--- config.mk ---
export PLATFORM = sky130hd
export DESIGN_NAME = i2c_dual_write_slave
export DESIGN_NICKNAME = d
export VERILOG_FILES = /design/src/rtl/i2c_dw_pkg.sv /design/src/rtl/i2c_dw_line_sync.sv /design/src/rtl/i2c_dw_frame.sv /design/src/rtl/i2c_dual_write_slave.sv
export SDC_FILE = /design/constraint.sdc
export NUM_CORES = 1
export LEC_CHECK = 0
export ABC_AREA = 1
export BUFFER_PORTS_ARGS = -buffer_cell sky130_fd_sc_hd__buf_2
export CORE_ASPECT_RATIO = 1.1
export CORE_MARGIN = 2
export CORE_UTILIZATION = 50
export DETAILED_ROUTE_END_ITERATION = 12
export GPL_TIMING_DRIVEN = 0
export PLACE_DENSITY = 0.73
export SYNTH_ARGS = -nofsm -noshare
export SYNTH_HDL_FRONTEND = slang
export SYNTH_SLANG_ARGS = --single-unit
export TNS_END_PERCENT = 5
--- constraint.sdc ---
create_clock -name clk -period 4 [get_ports clk]
set_input_delay 0.8 -clock clk [delete_from_list [all_inputs] [get_ports clk]]
set_output_delay 0.8 -clock clk [all_outputs]
set_load 0.005 [all_outputs]
--- src/rtl/i2c_dw_pkg.sv ---
// Package: shared types for the two-target write slave.
// Assumes: nothing; pure type definitions.
package i2c_dw_pkg;

    // Target selected by the device byte of the current transaction.
    typedef enum logic [1:0] {
        TGT_NONE = 2'd0,
        TGT_REG  = 2'd1,
        TGT_MEM  = 2'd2
    } tgt_e;

    // Frame decoder states.
    typedef enum logic [1:0] {
        FS_IDLE = 2'd0,
        FS_RX   = 2'd1,
        FS_ACK  = 2'd2,
        FS_SKIP = 2'd3
    } fstate_e;

endpackage

--- src/rtl/i2c_dw_line_sync.sv ---
// Module: brings SCL and SDA into the clock domain and derives bus events.
// Assumes: the clock runs well above SCL; STAGES >= 2 synchronizer flops,
// then one extra flop that holds the previous synchronized level.
module i2c_dw_line_sync #(
    parameter int STAGES = 2
) (
    input  logic clk,
    input  logic rst_n,
    input  logic scl_i,
    input  logic sda_i,
    output logic scl_lvl,
    output logic sda_lvl,
    output logic scl_rise,
    output logic scl_fall,
    output logic start_det,
    output logic stop_det
);
    logic [STAGES:0] scl_pipe;
    logic [STAGES:0] sda_pipe;
    logic            scl_old;
    logic            sda_old;

    // Shift both lines through the synchronizer chain; idle bus is high.
    always_ff @(posedge clk) begin
        if (!rst_n) begin
            scl_pipe <= '1;
            sda_pipe <= '1;
        end else begin
            scl_pipe <= {scl_pipe[STAGES-1:0], scl_i};
            sda_pipe <= {sda_pipe[STAGES-1:0], sda_i};
        end
    end

    assign scl_lvl   = scl_pipe[STAGES-1];
    assign sda_lvl   = sda_pipe[STAGES-1];
    assign scl_old   = scl_pipe[STAGES];
    assign sda_old   = sda_pipe[STAGES];
    assign scl_rise  = scl_lvl & ~scl_old;
    assign scl_fall  = ~scl_lvl & scl_old;
    assign start_det = scl_lvl & scl_old & sda_old & ~sda_lvl;
    assign stop_det  = scl_lvl & scl_old & ~sda_old & sda_lvl;

endmodule

--- src/rtl/i2c_dw_frame.sv ---
// Module: byte framing, device address match and acknowledge generation.
// Assumes: events come from i2c_dw_line_sync; byte index 0 is the device
// byte, 1 the address byte, 2 and up the data bytes (saturating).
module i2c_dw_frame
    import i2c_dw_pkg::*;
#(
    parameter logic [6:0] REG_DEV   = 7'h18,
    parameter logic [6:0] MEM_DEV   = 7'h50,
    parameter int         REG_BYTES = 2,
    parameter int         IW        = 3
) (
    input  logic          clk,
    input  logic          rst_n,
    input  logic          scl_lvl,
    input  logic          sda_lvl,
    input  logic          scl_rise,
    input  logic          scl_fall,
    input  logic          start_det,
    input  logic          stop_det,
    input  logic          mem_busy,
    output logic          ack_drive_o,
    output logic          byte_stb_o,
    output logic [7:0]    byte_o,
    output logic [IW-1:0] byte_idx_o,
    output tgt_e          tgt_o
);
    localparam int IDX_MAX = 2 + REG_BYTES;

    fstate_e       state;
    logic [6:0]    shreg;
    logic [2:0]    bit_cnt;
    logic [IW-1:0] idx;
    logic [7:0]    full_byte;
    tgt_e          dev_tgt;
    logic          ack_ok;

    assign full_byte = {shreg, sda_lvl};

    // Decide which target a completed device byte selects.
    always_comb begin
        dev_tgt = TGT_NONE;
        if (!full_byte[0]) begin
            if (full_byte[7:1] == REG_DEV)
                dev_tgt = TGT_REG;
            else if (full_byte[7:1] == MEM_DEV && !mem_busy)
                dev_tgt = TGT_MEM;
        end
    end

    // Decide whether the byte completing now earns an acknowledge.
    always_comb begin
        if (idx == '0)
            ack_ok = (dev_tgt != TGT_NONE);
        else if (idx == IW'(1))
            ack_ok = 1'b1;
        else
            ack_ok = (tgt_o == TGT_MEM) || (idx < IW'(IDX_MAX));
    end

    // Frame state machine: shift bits, acknowledge, track byte index.
    always_ff @(posedge clk) begin
        if (!rst_n) begin
            state       <= FS_IDLE;
            shreg       <= '0;
            bit_cnt     <= '0;
            idx         <= '0;
            tgt_o       <= TGT_NONE;
            ack_drive_o <= 1'b0;
            byte_stb_o  <= 1'b0;
            byte_o      <= '0;
        end else begin
            byte_stb_o <= 1'b0;
            if (start_det) begin
                state       <= FS_RX;
                bit_cnt     <= '0;
                idx         <= '0;
                tgt_o       <= TGT_NONE;
                ack_drive_o <= 1'b0;
            end else if (stop_det) begin
                state       <= FS_IDLE;
                ack_drive_o <= 1'b0;
            end else begin
                case (state)
                    FS_RX: begin
                        if (scl_rise) begin
                            if (bit_cnt == 3'd7) begin
                                bit_cnt <= '0;
                                if (ack_ok) begin
                                    state      <= FS_ACK;
                                    byte_o     <= full_byte;
                                    byte_stb_o <= (idx != '0);
                                    if (idx == '0)
                                        tgt_o <= dev_tgt;
                                end else begin
                                    state <= FS_SKIP;
                                end
                            end else begin
                                shreg   <= full_byte[6:0];
                                bit_cnt <= bit_cnt + 3'd1;
                            end
                        end
                    end
                    FS_ACK: begin
                        if (scl_fall) begin
                            if (!ack_drive_o) begin
                                ack_drive_o <= 1'b1;
                            end else begin
                                ack_drive_o <= 1'b0;
                                state       <= FS_RX;
                                if (idx != IW'(IDX_MAX))
                                    idx <= idx + IW'(1);
                            end
                        end
                    end
                    default: ;
                endcase
            end
        end
    end

    assign byte_idx_o = idx;

    // The acknowledge is only given inside an addressed transaction.
    assert_ack_needs_target_R2: assert property (@(posedge clk) disable iff (!rst_n)
        ack_drive_o |-> tgt_o != TGT_NONE);

    // The acknowledge drive never moves while SCL is held high.
    assert_ack_stable_scl_high_R9: assert property (@(posedge clk) disable iff (!rst_n)
        (scl_lvl && $past(scl_lvl) && !start_det && !stop_det) |-> $stable(ack_drive_o));

    // A STOP releases the data line on the next cycle.
    assert_stop_releases_R9: assert property (@(posedge clk) disable iff (!rst_n)
        stop_det |=> !ack_drive_o);

endmodule

--- src/rtl/i2c_dual_write_slave.sv ---
// Module: top of the two-target write slave. Routes accepted bytes either
// to the memory strobe port (paged address counter) or into the register
// staging buffer, committed on STOP.
// Assumes: the memory controller raises mem_busy_i for its whole write cycle.
module i2c_dual_write_slave
    import i2c_dw_pkg::*;
#(
    parameter logic [6:0] REG_DEV   = 7'h18,
    parameter logic [6:0] MEM_DEV   = 7'h50,
    parameter int         ADDR_W    = 8,
    parameter int         PAGE_BITS = 4,
    parameter int         REG_BYTES = 2,
    parameter int         SYNC_W    = 2
) (
    input  logic                   clk,
    input  logic                   rst_n,
    input  logic                   scl_i,
    input  logic                   sda_i,
    input  logic                   mem_busy_i,
    output logic                   sda_oe_o,
    output logic                   reg_wr_o,
    output logic [ADDR_W-1:0]      reg_addr_o,
    output logic [8*REG_BYTES-1:0] reg_data_o,
    output logic                   mem_wr_o,
    output logic [ADDR_W-1:0]      mem_addr_o,
    output logic [7:0]             mem_data_o,
    output logic                   mem_stop_o
);
    localparam int IW     = $clog2(2 + REG_BYTES + 1);
    localparam int RDW    = 8 * REG_BYTES;
    localparam int SCW    = $clog2(REG_BYTES + 1);
    localparam int PAGE_W = ADDR_W - PAGE_BITS;

    logic          scl_lvl, sda_lvl, scl_rise, scl_fall, start_det, stop_det;
    logic          byte_stb;
    logic [7:0]    byte_val;
    logic [IW-1:0] byte_idx;
    tgt_e          tgt;

    logic [ADDR_W-1:0] mem_ptr;
    logic [PAGE_W-1:0] page_q;
    logic [ADDR_W-1:0] reg_addr_q;
    logic [7:0]        stage [REG_BYTES];
    logic [RDW-1:0]    stage_packed;
    logic [SCW-1:0]    stage_cnt;
    logic              mem_any;

    i2c_dw_line_sync #(.STAGES(SYNC_W)) u_sync (
        .clk       (clk),
        .rst_n     (rst_n),
        .scl_i     (scl_i),
        .sda_i     (sda_i),
        .scl_lvl   (scl_lvl),
        .sda_lvl   (sda_lvl),
        .scl_rise  (scl_rise),
        .scl_fall  (scl_fall),
        .start_det (start_det),
        .stop_det  (stop_det)
    );

    i2c_dw_frame #(
        .REG_DEV   (REG_DEV),
        .MEM_DEV   (MEM_DEV),
        .REG_BYTES (REG_BYTES),
        .IW        (IW)
    ) u_frame (
        .clk         (clk),
        .rst_n       (rst_n),
        .scl_lvl     (scl_lvl),
        .sda_lvl     (sda_lvl),
        .scl_rise    (scl_rise),
        .scl_fall    (scl_fall),
        .start_det   (start_det),
        .stop_det    (stop_det),
        .mem_busy    (mem_busy_i),
        .ack_drive_o (sda_oe_o),
        .byte_stb_o  (byte_stb),
        .byte_o      (byte_val),
        .byte_idx_o  (byte_idx),
        .tgt_o       (tgt)
    );

    // Pack the staging bytes, first received byte most significant.
    for (genvar g = 0; g < REG_BYTES; g++) begin : g_pack
        assign stage_packed[RDW-1-8*g -: 8] = stage[g];
    end

    // Route accepted bytes and issue the strobes and pulses.
    always_ff @(posedge clk) begin
        if (!rst_n) begin
            mem_ptr    <= '0;
            page_q     <= '0;
            reg_addr_q <= '0;
            stage_cnt  <= '0;
            mem_any    <= 1'b0;
            reg_wr_o   <= 1'b0;
            reg_addr_o <= '0;
            reg_data_o <= '0;
            mem_wr_o   <= 1'b0;
            mem_addr_o <= '0;
            mem_data_o <= '0;
            mem_stop_o <= 1'b0;
            for (int i = 0; i < REG_BYTES; i++) stage[i] <= '0;
        end else begin
            reg_wr_o   <= 1'b0;
            mem_wr_o   <= 1'b0;
            mem_stop_o <= 1'b0;
            if (start_det) begin
                stage_cnt <= '0;
                mem_any   <= 1'b0;
            end else if (stop_det) begin
                if (tgt == TGT_REG && stage_cnt == SCW'(REG_BYTES)) begin
                    reg_wr_o   <= 1'b1;
                    reg_addr_o <= reg_addr_q;
                    reg_data_o <= stage_packed;
                end
                if (tgt == TGT_MEM && mem_any)
                    mem_stop_o <= 1'b1;
                stage_cnt <= '0;
                mem_any   <= 1'b0;
            end else if (byte_stb) begin
                if (byte_idx == IW'(1)) begin
                    mem_ptr    <= ADDR_W'(byte_val);
                    page_q     <= byte_val[ADDR_W-1:PAGE_BITS];
                    reg_addr_q <= ADDR_W'(byte_val);
                end else if (tgt == TGT_MEM) begin
                    mem_wr_o   <= 1'b1;
                    mem_addr_o <= mem_ptr;
                    mem_data_o <= byte_val;
                    mem_ptr    <= {mem_ptr[ADDR_W-1:PAGE_BITS],
                                   mem_ptr[PAGE_BITS-1:0] + PAGE_BITS'(1)};
                    mem_any    <= 1'b1;
                end else if (tgt == TGT_REG && stage_cnt < SCW'(REG_BYTES)) begin
                    stage[stage_cnt] <= byte_val;
                    stage_cnt        <= stage_cnt + SCW'(1);
                end
            end
        end
    end

    // A register commit only follows a STOP.
    assert_regwr_on_stop_R7: assert property (@(posedge clk) disable iff (!rst_n)
        reg_wr_o |-> $past(stop_det));

    // The memory cycle start only follows a STOP.
    assert_memstop_on_stop_R5: assert property (@(posedge clk) disable iff (!rst_n)
        mem_stop_o |-> $past(stop_det));

    // Memory bytes stay in the page named by the address byte.
    assert_page_kept_R4: assert property (@(posedge clk) disable iff (!rst_n)
        mem_wr_o |-> mem_addr_o[ADDR_W-1:PAGE_BITS] == page_q);

    // The two targets never strobe together.
    assert_one_target_R3: assert property (@(posedge clk) disable iff (!rst_n)
        !(mem_wr_o && reg_wr_o));

endmodule

==> run metrics, run 1 <==
most numerous cell in the Yosys netlist nor2_1; worst r2r path cells 8; fin crit share 0.537; reg-to-reg slack, setup 1920 ps; Clk pin slew, worst setup/hold paths 110 ps; drc violations 0; most frequent cells after synthesis nor2_1, dfxtp_1, o21ai_0, inv_1, nand2_1; CP Buf/Inv Count 3; setup bufs post-CTS 0; vias per cell 5.05; Synth Area in Adders 0.0267; Starting Density 0.509; Synth Area in Compound Gates 0.132; Fin. Hold Viols 0; Syn Inst Count 498; cell family with most CP delay simple AND/OR/NAND/NOR gates; DIE HEIGHT 100 µm; cts hold-fix bufs 0; Synth area leaders dfxtp_1, edfxtp_1, nor2_1; VDD IR-drop max 0.236 mV; Root Driver clkbuf_8; first-pass GRT wire length 14300 µm; CP cell instances buf_2, inv_1, nor2_2, inv_1, nor2_4, nand3_2, nand2_1; drt wl/cell 12.8 µm; crit path time final 2150 ps; total global routing overflow 0; post-cts sizing count 0; Worst R2R End stage[1][1]; post-synthesis average cell area 8.46 µm²; FP Rows 35; CP arrival 2210 ps; WP depth 7; fraction of layout cells with a size suffix above 1 0.155; mux contribution to synthesized area 0; Setup CP Type input port to flop; final wirelength 8640 µm; Worst Path Max Fanout 10; routed via count 3395; total CTS buffers 9; crit path to stage[1][1]; ys async rst share 0; # diodes 0; Final ANT Viol Nets 0; setup tns final 0 ps; largest family of logic cells by synthesized area simple AND/OR/NAND/NOR gates; Most Frequent Cell on Critical Path inv_1; clk_lat worst skew 380 ps; CTS tree built; synth unique cells 29; Post-synth EDFFs 16; Slew HR 0.606; top-area cell type share of the netlist area 0.451; Core Area 8280 µm²; Cell Area, Synth 4210 µm²; nets 570; critical path launch point rst_n; largest net degree at the start of global routing 21; Die ar. 9180 µm²; Die Wd 91.5 µm; max cap viols 0; static leakage 2.08 nW; area grow syn2layout 14.4%; Max Fclk 465 MHz; register area share after synthesis 0.565; vias in the first global route 3095; Sink Count 111; worst slew pin tran 591 ps; Hold WC Path Type flop to flop; source of the worst register-to-register timing path u_sync.sda_pipe[1]; RSZ-0062 raised after global routing no; Final Skew 16.1 ps; htree depth 3; Slowest-stage cell, CP nand2_1; Ys Warns 0; GPL Wtd Cong 0.868; DP HPWL 6420 µm; P per Cell Area 423 nW/µm²; leading register cell type out of synthesis dfxtp_1; Final Util 0.582; Worst setup EP type flop; simple-gate share of the synthesized area 0.205; CTS max path bufs 2; # IOs 49; Pre-antenna DRT Iters 4; slowest cell delay on critical path 340 ps; Critical Path RT 4060 ps; crit path launch type input port; IO Port Bufs 47; Synth Net Count 512; setup violators final 0; Max Slew Vio Count 0; First DRT Iteration DRCs 115; setup ws final 1850 ps; Synth Area in XOR/XNOR 0.00416; synthesized flop and latch total 111; GRT Resource Usage Total 0.196; Place WS 1430 ps; status complete, no violations; hold depth 1; initial antenna violation count 0; Yosys top cell by area dfxtp_1
## sequential cells by signal, indices dropped and copies added, names as in the netlist, 2 cells and up
| register | count |
|---|---|
| stage | 16 |
| u_frame.byte_o | 8 |
| u_frame.bit_cnt | 3 |
| reg_addr_q | 8 |
| reg_addr_o | 8 |
| mem_data_o | 8 |
| reg_data_o | 16 |
| u_frame.byte_idx_o | 3 |
| u_frame.shreg | 7 |
| u_sync.scl_pipe | 3 |
| mem_ptr | 8 |
| u_sync.sda_pipe | 3 |
| mem_addr_o | 8 |
| u_frame.tgt_o | 2 |
| stage_cnt | 2 |
| u_frame.state | 2 |
## power by group
group | total (mW) | switching (mW) | internal (mW) | leakage [nW]
Clock | 0.770 | 0.403 | 0.367 | 0.118
Sequential | 1.16 | 0.0113 | 1.15 | 0.918
Combinational | 0.106 | 0.0695 | 0.0363 | 1.05
Total | 2.04 | 0.484 | 1.55 | 2.08
## metal layers
metal | share of wire | global-route usage | vias to the layer above
li1 | - | - | 1732
met5 | 0 | 0 | -
met3 | 0.033 | 0.0300 | 19
met4 | 0.027 | 0.0851 | 0
met2 | 0.49 | 0.345 | 66
met1 | 0.45 | 0.237 | 1578
## cell families (layout without fill, tap and decap cells)
logic type	count (synthesis)	count (layout)
and+or+nand+nor	200	200
buffers and inverters	68	131
DFF	111	111
AOI/OAI and AO/OA	108	108
adders and majority gates	9	9
xor gates and xnor gates	2	2
## through the flow
step,hold slack (ps),power (mW),instance area [µm²],instances
global route,453,2.11,4820,672
global placement,396,1.29,4590,656
finish,419,2.04,4820,672
floorplan,393,1.27,4210,498
detailed placement,398,1.29,4590,656
CTS,425,2.05,4820,672
## placed cells by master, fill, tap and decap left out, drive strengths merged, types with 4 or more instances in the layout
master	count
buf	54
nor2	116
a21oi	39
clkbuf	19
nand2	50
dfxtp	95
inv	55
or2	4
nand4	5
edfxtp	16
o21ai	63
ha	9
nand3	20
## final cells by class
class	count	area (µm²)
plain buffers	17	90.1
clock inverters	7	109
flip-flops and latches	111	2380
fillers	780	3460
inverters	51	191
repair buffers	47	235
multi-input cells	319	1550
clock buffers	9	124
well taps	111	139
## how the worst min path moves through the flow
| stage | to | slack, ps | start |
|---|---|---|---|
| finish | u_sync.scl_pipe[1] | 420 | u_sync.scl_pipe[0] |
| global route | u_sync.sda_pipe[1] | 450 | u_sync.sda_pipe[0] |
| CTS | u_sync.sda_pipe[1] | 430 | u_sync.sda_pipe[0] |
| detailed placement | u_sync.scl_pipe[1] | 400 | u_sync.scl_pipe[0] |
| global placement | u_sync.sda_pipe[1] | 400 | u_sync.sda_pipe[0] |
| floorplan | u_sync.scl_pipe[1] | 390 | u_sync.scl_pipe[0] |
(Power assumes the default switching activity.)
==> inputs of run 2 (changes only) <==
clock period = 2 ns   (was 4 ns; I/O delays follow)
==> run metrics, run 2 (synthesized netlist as in run 1, its figures left out) <==
CTS tree built; P per Cell Area 843 nW/µm² (+99%); drt wl/cell 12.8 µm (-0.24%); routed via count 3380 (-0.44%); Sink Count 111 (unchanged); DP Cell Count 656 (unchanged); Hold WC Path Type input port to flop; Pre-antenna DRT Iters 4 (unchanged); GPL Wtd Cong 0.868 (unchanged); area grow syn2layout 14.8%; Root Driver clkbuf_8; RSZ-0062 raised after global routing yes; Die ar. 9180 µm² (unchanged); fin crit share 0.965; IO Port Bufs 47 (unchanged); # diodes 0 (unchanged); vias per cell 5.03 (-0.44%); worst slew pin tran 599 ps (+8.12 ps); Slew HR 0.601 (-0.00542); Max Fclk 518 MHz; initial antenna violation count 0 (unchanged); total CTS buffers 9 (unchanged); Setup CP Type flop to flop; nets 570 (unchanged); DIE HEIGHT 100 µm (unchanged); CTS max path bufs 2 (unchanged); crit path time final 1930 ps; largest registers reg_data_o x16, stage x16; Core Area 8280 µm² (unchanged); htree depth 3 (unchanged); Clk pin slew, worst setup/hold paths 110 ps (about the same); post-route non-filler standard cell count 672 (unchanged); # IOs 49 (unchanged); Final ANT Viol Nets 0 (unchanged); First DRT Iteration DRCs 115 (unchanged); status complete, no violations; setup violators final 0 (unchanged); vias in the first global route 3095 (unchanged); total power 4.08 mW (+100%); Worst Path Max Fanout 9 (-1); crit path launch type flop; max cap viols 0 (unchanged); Max Slew Vio Count 0 (unchanged); most common cell after layout, fill and taps aside nor2_1; final wirelength 8610 µm (-0.24%); Fin. Hold Viols 0 (unchanged); Fill cells 777 (-0.38%); hold_ws 222 ps (-197 ps); GRT Resource Usage Total 0.196 (unchanged); CP arrival 2020 ps (-190 ps); static leakage 2.08 nW (about the same); VDD IR-drop max 0.466 mV (+97%); DP HPWL 6420 µm (unchanged); total global routing overflow 0 (unchanged); Final Skew 17.0 ps (+0.913 ps); commonest cells after routing, fill and taps aside nor2_1, dfxtp_1, o21ai_0; clk_lat worst skew 370 ps (about the same); Critical Path RT 2090 ps (-1970 ps); fraction of layout cells with a size suffix above 1 0.159 (+0.00357); Starting Density 0.509 (unchanged); drc violations 0 (unchanged); Die Wd 91.5 µm (unchanged); first-pass GRT wire length 14300 µm (unchanged); setup tns final 0 ps (unchanged); FP Rows 35 (unchanged); Worst setup EP type flop; largest net degree at the start of global routing 21 (unchanged)
run 2: area by class of cell:
cell class	count	area, µm²	share of cell area
clock buffers	9	124	0.0256
plain buffers	17	90.1	0.0186
multi-input cells	319	1570	0.324
inverters	51	191	0.0396
clock inverters	7	109	0.0225
repair buffers	47	235	0.0486
well taps	111	139	0.0287
flip-flops and latches	111	2380	0.493
run 2: power breakdown:
group | switching (mW) | internal [mW]
Clock | 0.805 | 0.735
Sequential | 0.0226 | 2.30
Combinational | 0.140 | 0.0740
run 2: path summary, 6_finish.rpt:
kind / endpoint / cells after the start / slack (ps) / startpoint
setup / recovery: stage[1][0] / 8 / 70 / u_sync.sda_pipe[1]
hold / removal: u_sync.scl_pipe[0] / 2 / 220 / scl_i
setup reg to reg: stage[1][0] / 8 / 70 / u_sync.sda_pipe[1]
hold reg to reg: u_sync.scl_pipe[1] / 1 / 420 / u_sync.scl_pipe[0]
run 2: per-layer routing:
metal	vias to the layer above	GRT usage	share of wire
met2	86	0.345	0.49
met5	-	0	0
li1	1733	-	-
met1	1544	0.237	0.44
met3	17	0.0300	0.047
met4	0	0.0851	0.026
run 2: worst max-delay path, cell delays in order (launching register included):
cell and delay, ps:
dfxtp_1 390, inv_1 130, nand4_1 110, inv_1 80, nor2_2 150, inv_1 170
nor2_4 180, nand3_2 240, nand2_4 200
run 2: stage by stage:
stage                     setup slack [ps]  instance area (µm²)  utilization
after floorplan                        260                 4210            -
after global placement                -149                 4590        0.554
after detailed placement              -165                 4590        0.554
after CTS                             7.06                 4830        0.583
after global routing                 -72.6                 4840        0.584
final                                 70.5                 4840        0.584
run 2: repair_timing:
action / 4_1_cts / 5_1_grt
hold buffers: 0 / 0
endpoints found under the setup margin: 16 / 16
setup buffers: 0 / 0
gates resized for setup: 2 / 2
==> inputs of run 3 (changes only) <==
CORE_MARGIN = not set   (was 2)
==> run metrics, run 3 (synthesized netlist as in run 1, its figures left out) <==
Root Driver clkbuf_8; commonest cells after routing, fill and taps aside nor2_1, dfxtp_1, o21ai_0; total global routing overflow 0 (unchanged); htree depth 3 (unchanged); Slowest-stage cell, CP dfxtp_1; crit path launch type flop; area grow syn2layout 13.9%; DIE HEIGHT 98.3 µm (-2.0%); vias in the first global route 3134 (+1.3%); CTS tree built; Sink Count 111 (unchanged); clk_lat worst skew 390 ps (+20 ps); VDD IR-drop max 0.406 mV (-13%); vias per cell 4.99 (-0.89%); status complete, no violations; Final ANT Viol Nets 0 (unchanged); worst slew pin tran 660 ps (+60.9 ps); Worst setup EP type flop; nets 571 (+0.18%); Max Slew Vio Count 0 (unchanged); P per Cell Area 791 nW/µm² (-6.2%); setup violators final 0 (unchanged); Core Area 8040 µm² (-2.9%); fin crit share 0.932 (-0.0326); Final Util 0.597 (+0.0128); RSZ-0062 raised after global routing no; Hold WC Path Type input port to flop; CP arrival 1960 ps (-60 ps); slowest cell delay on critical path 400 ps (about the same); Setup CP Type flop to flop; Most Frequent Cell on Critical Path inv_1; area post-placement 4580 µm² (about the same); total CTS buffers 9 (unchanged); Critical Path RT 2100 ps (about the same); Die ar. 8800 µm² (-4.1%); Slew HR 0.560 (-0.0406); fraction of layout cells with a size suffix above 1 0.162 (+0.00328); final wirelength 8620 µm (about the same); most common cell after layout, fill and taps aside nor2_1; drc violations 0 (unchanged); static leakage 2.07 nW (-0.85%); Fin. Hold Viols 0 (unchanged); GPL Wtd Cong 0.833 (-4.0%); largest registers reg_data_o x16, stage x16; Max Fclk 536 MHz (+3.5%); # diodes 0 (unchanged); Clk pin slew, worst setup/hold paths 100 ps (about the same); first-pass GRT wire length 14300 µm (+0.43%); CP Buf/Inv Count 3 (unchanged); IO Port Bufs 47 (unchanged); cts hold-fix bufs 0 (unchanged); hold_ws 202 ps (-20.6 ps); Pre-antenna DRT Iters 4 (unchanged); Worst Path Max Fanout 9 (unchanged); FP Rows 34 (-2.9%); routed via count 3340 (-1.2%); CP cell instances inv_1, nand4_1, inv_1, nor2_2, inv_2, nor2_4, nand3_4, nand2_4; initial antenna violation count 0 (unchanged); CTS max path bufs 2 (unchanged); First DRT Iteration DRCs 126 (+9.6%); crit path time final 1860 ps (-65.2 ps); Starting Density 0.524 (+0.0150); design area 4800 µm² (-0.72%); cell family with most CP delay simple AND/OR/NAND/NOR gates; max cap viols 0 (unchanged); Fill cells 723 (-6.9%); # IOs 49 (unchanged); drt wl/cell 12.9 µm (+0.32%); DP HPWL 6360 µm (-0.87%); Final Skew 10.6 ps (-6.39 ps); largest net degree at the start of global routing 20 (-4.8%); GRT Resource Usage Total 0.217 (+0.0210); Die Wd 89.5 µm (-2.2%)
-- run 3: report_power, final --
| part | switching, mW | total [mW] | internal [mW] |
|---|---|---|---|
| logic | 0.143 | 0.221 | 0.0780 |
| registers | 0.0227 | 2.32 | 2.30 |
| clock network | 0.783 | 1.25 | 0.468 |
-- run 3: worst paths after layout --
path	slack [ps]	end	from	depth (start not counted)
max	140	stage[1][7]	u_sync.sda_pipe[1]	8
min	200	u_sync.sda_pipe[0]	sda_i	2
max reg2reg	140	stage[1][7]	u_sync.sda_pipe[1]	8
min reg2reg	430	u_sync.scl_pipe[1]	u_sync.scl_pipe[0]	1
-- run 3: final cells by class --
| cell class | instances | area, µm² | area share |
|---|---|---|---|
| Sequential cell | 111 | 2380 | 0.496 |
| Multi-Input combinational cell | 319 | 1580 | 0.329 |
| Timing Repair Buffer | 48 | 243 | 0.0506 |
| Inverter | 51 | 191 | 0.0399 |
| Tap cell | 108 | 135 | 0.0281 |
| Clock buffer | 9 | 124 | 0.0258 |
| Buffer | 17 | 90.1 | 0.0188 |
| Clock inverter | 7 | 55.1 | 0.0115 |
-- run 3: metal layers --
layer | track usage | up-vias | part of all wire
li1 | - | 1741 | -
met1 | 0.258 | 1523 | 0.45
met2 | 0.365 | 65 | 0.50
met3 | 0.0397 | 11 | 0.036
met4 | 0.114 | 0 | 0.017
met5 | 0 | - | 0
-- run 3: per-stage QoR --
| stage | worst slack, ps | total power, mW | std cells | setup TNS [ps] |
|---|---|---|---|---|
| global placement | -156 | 2.58 | 653 | -1760 |
| detailed placement | -176 | 2.59 | 653 | -2000 |
| finish | 136 | 3.80 | 670 | 0 |
| CTS | 12.9 | 3.81 | 669 | 0 |
| floorplan | 260 | 2.53 | 498 | 0 |
| global route | 3.65 | 3.94 | 670 | 0 |
-- run 3: repair_timing --
action                                  CTS  global route
endpoints found under the setup margin   16            16
pin swaps                                 0             1
setup buffers                             0             1
resized for setup                         3             4
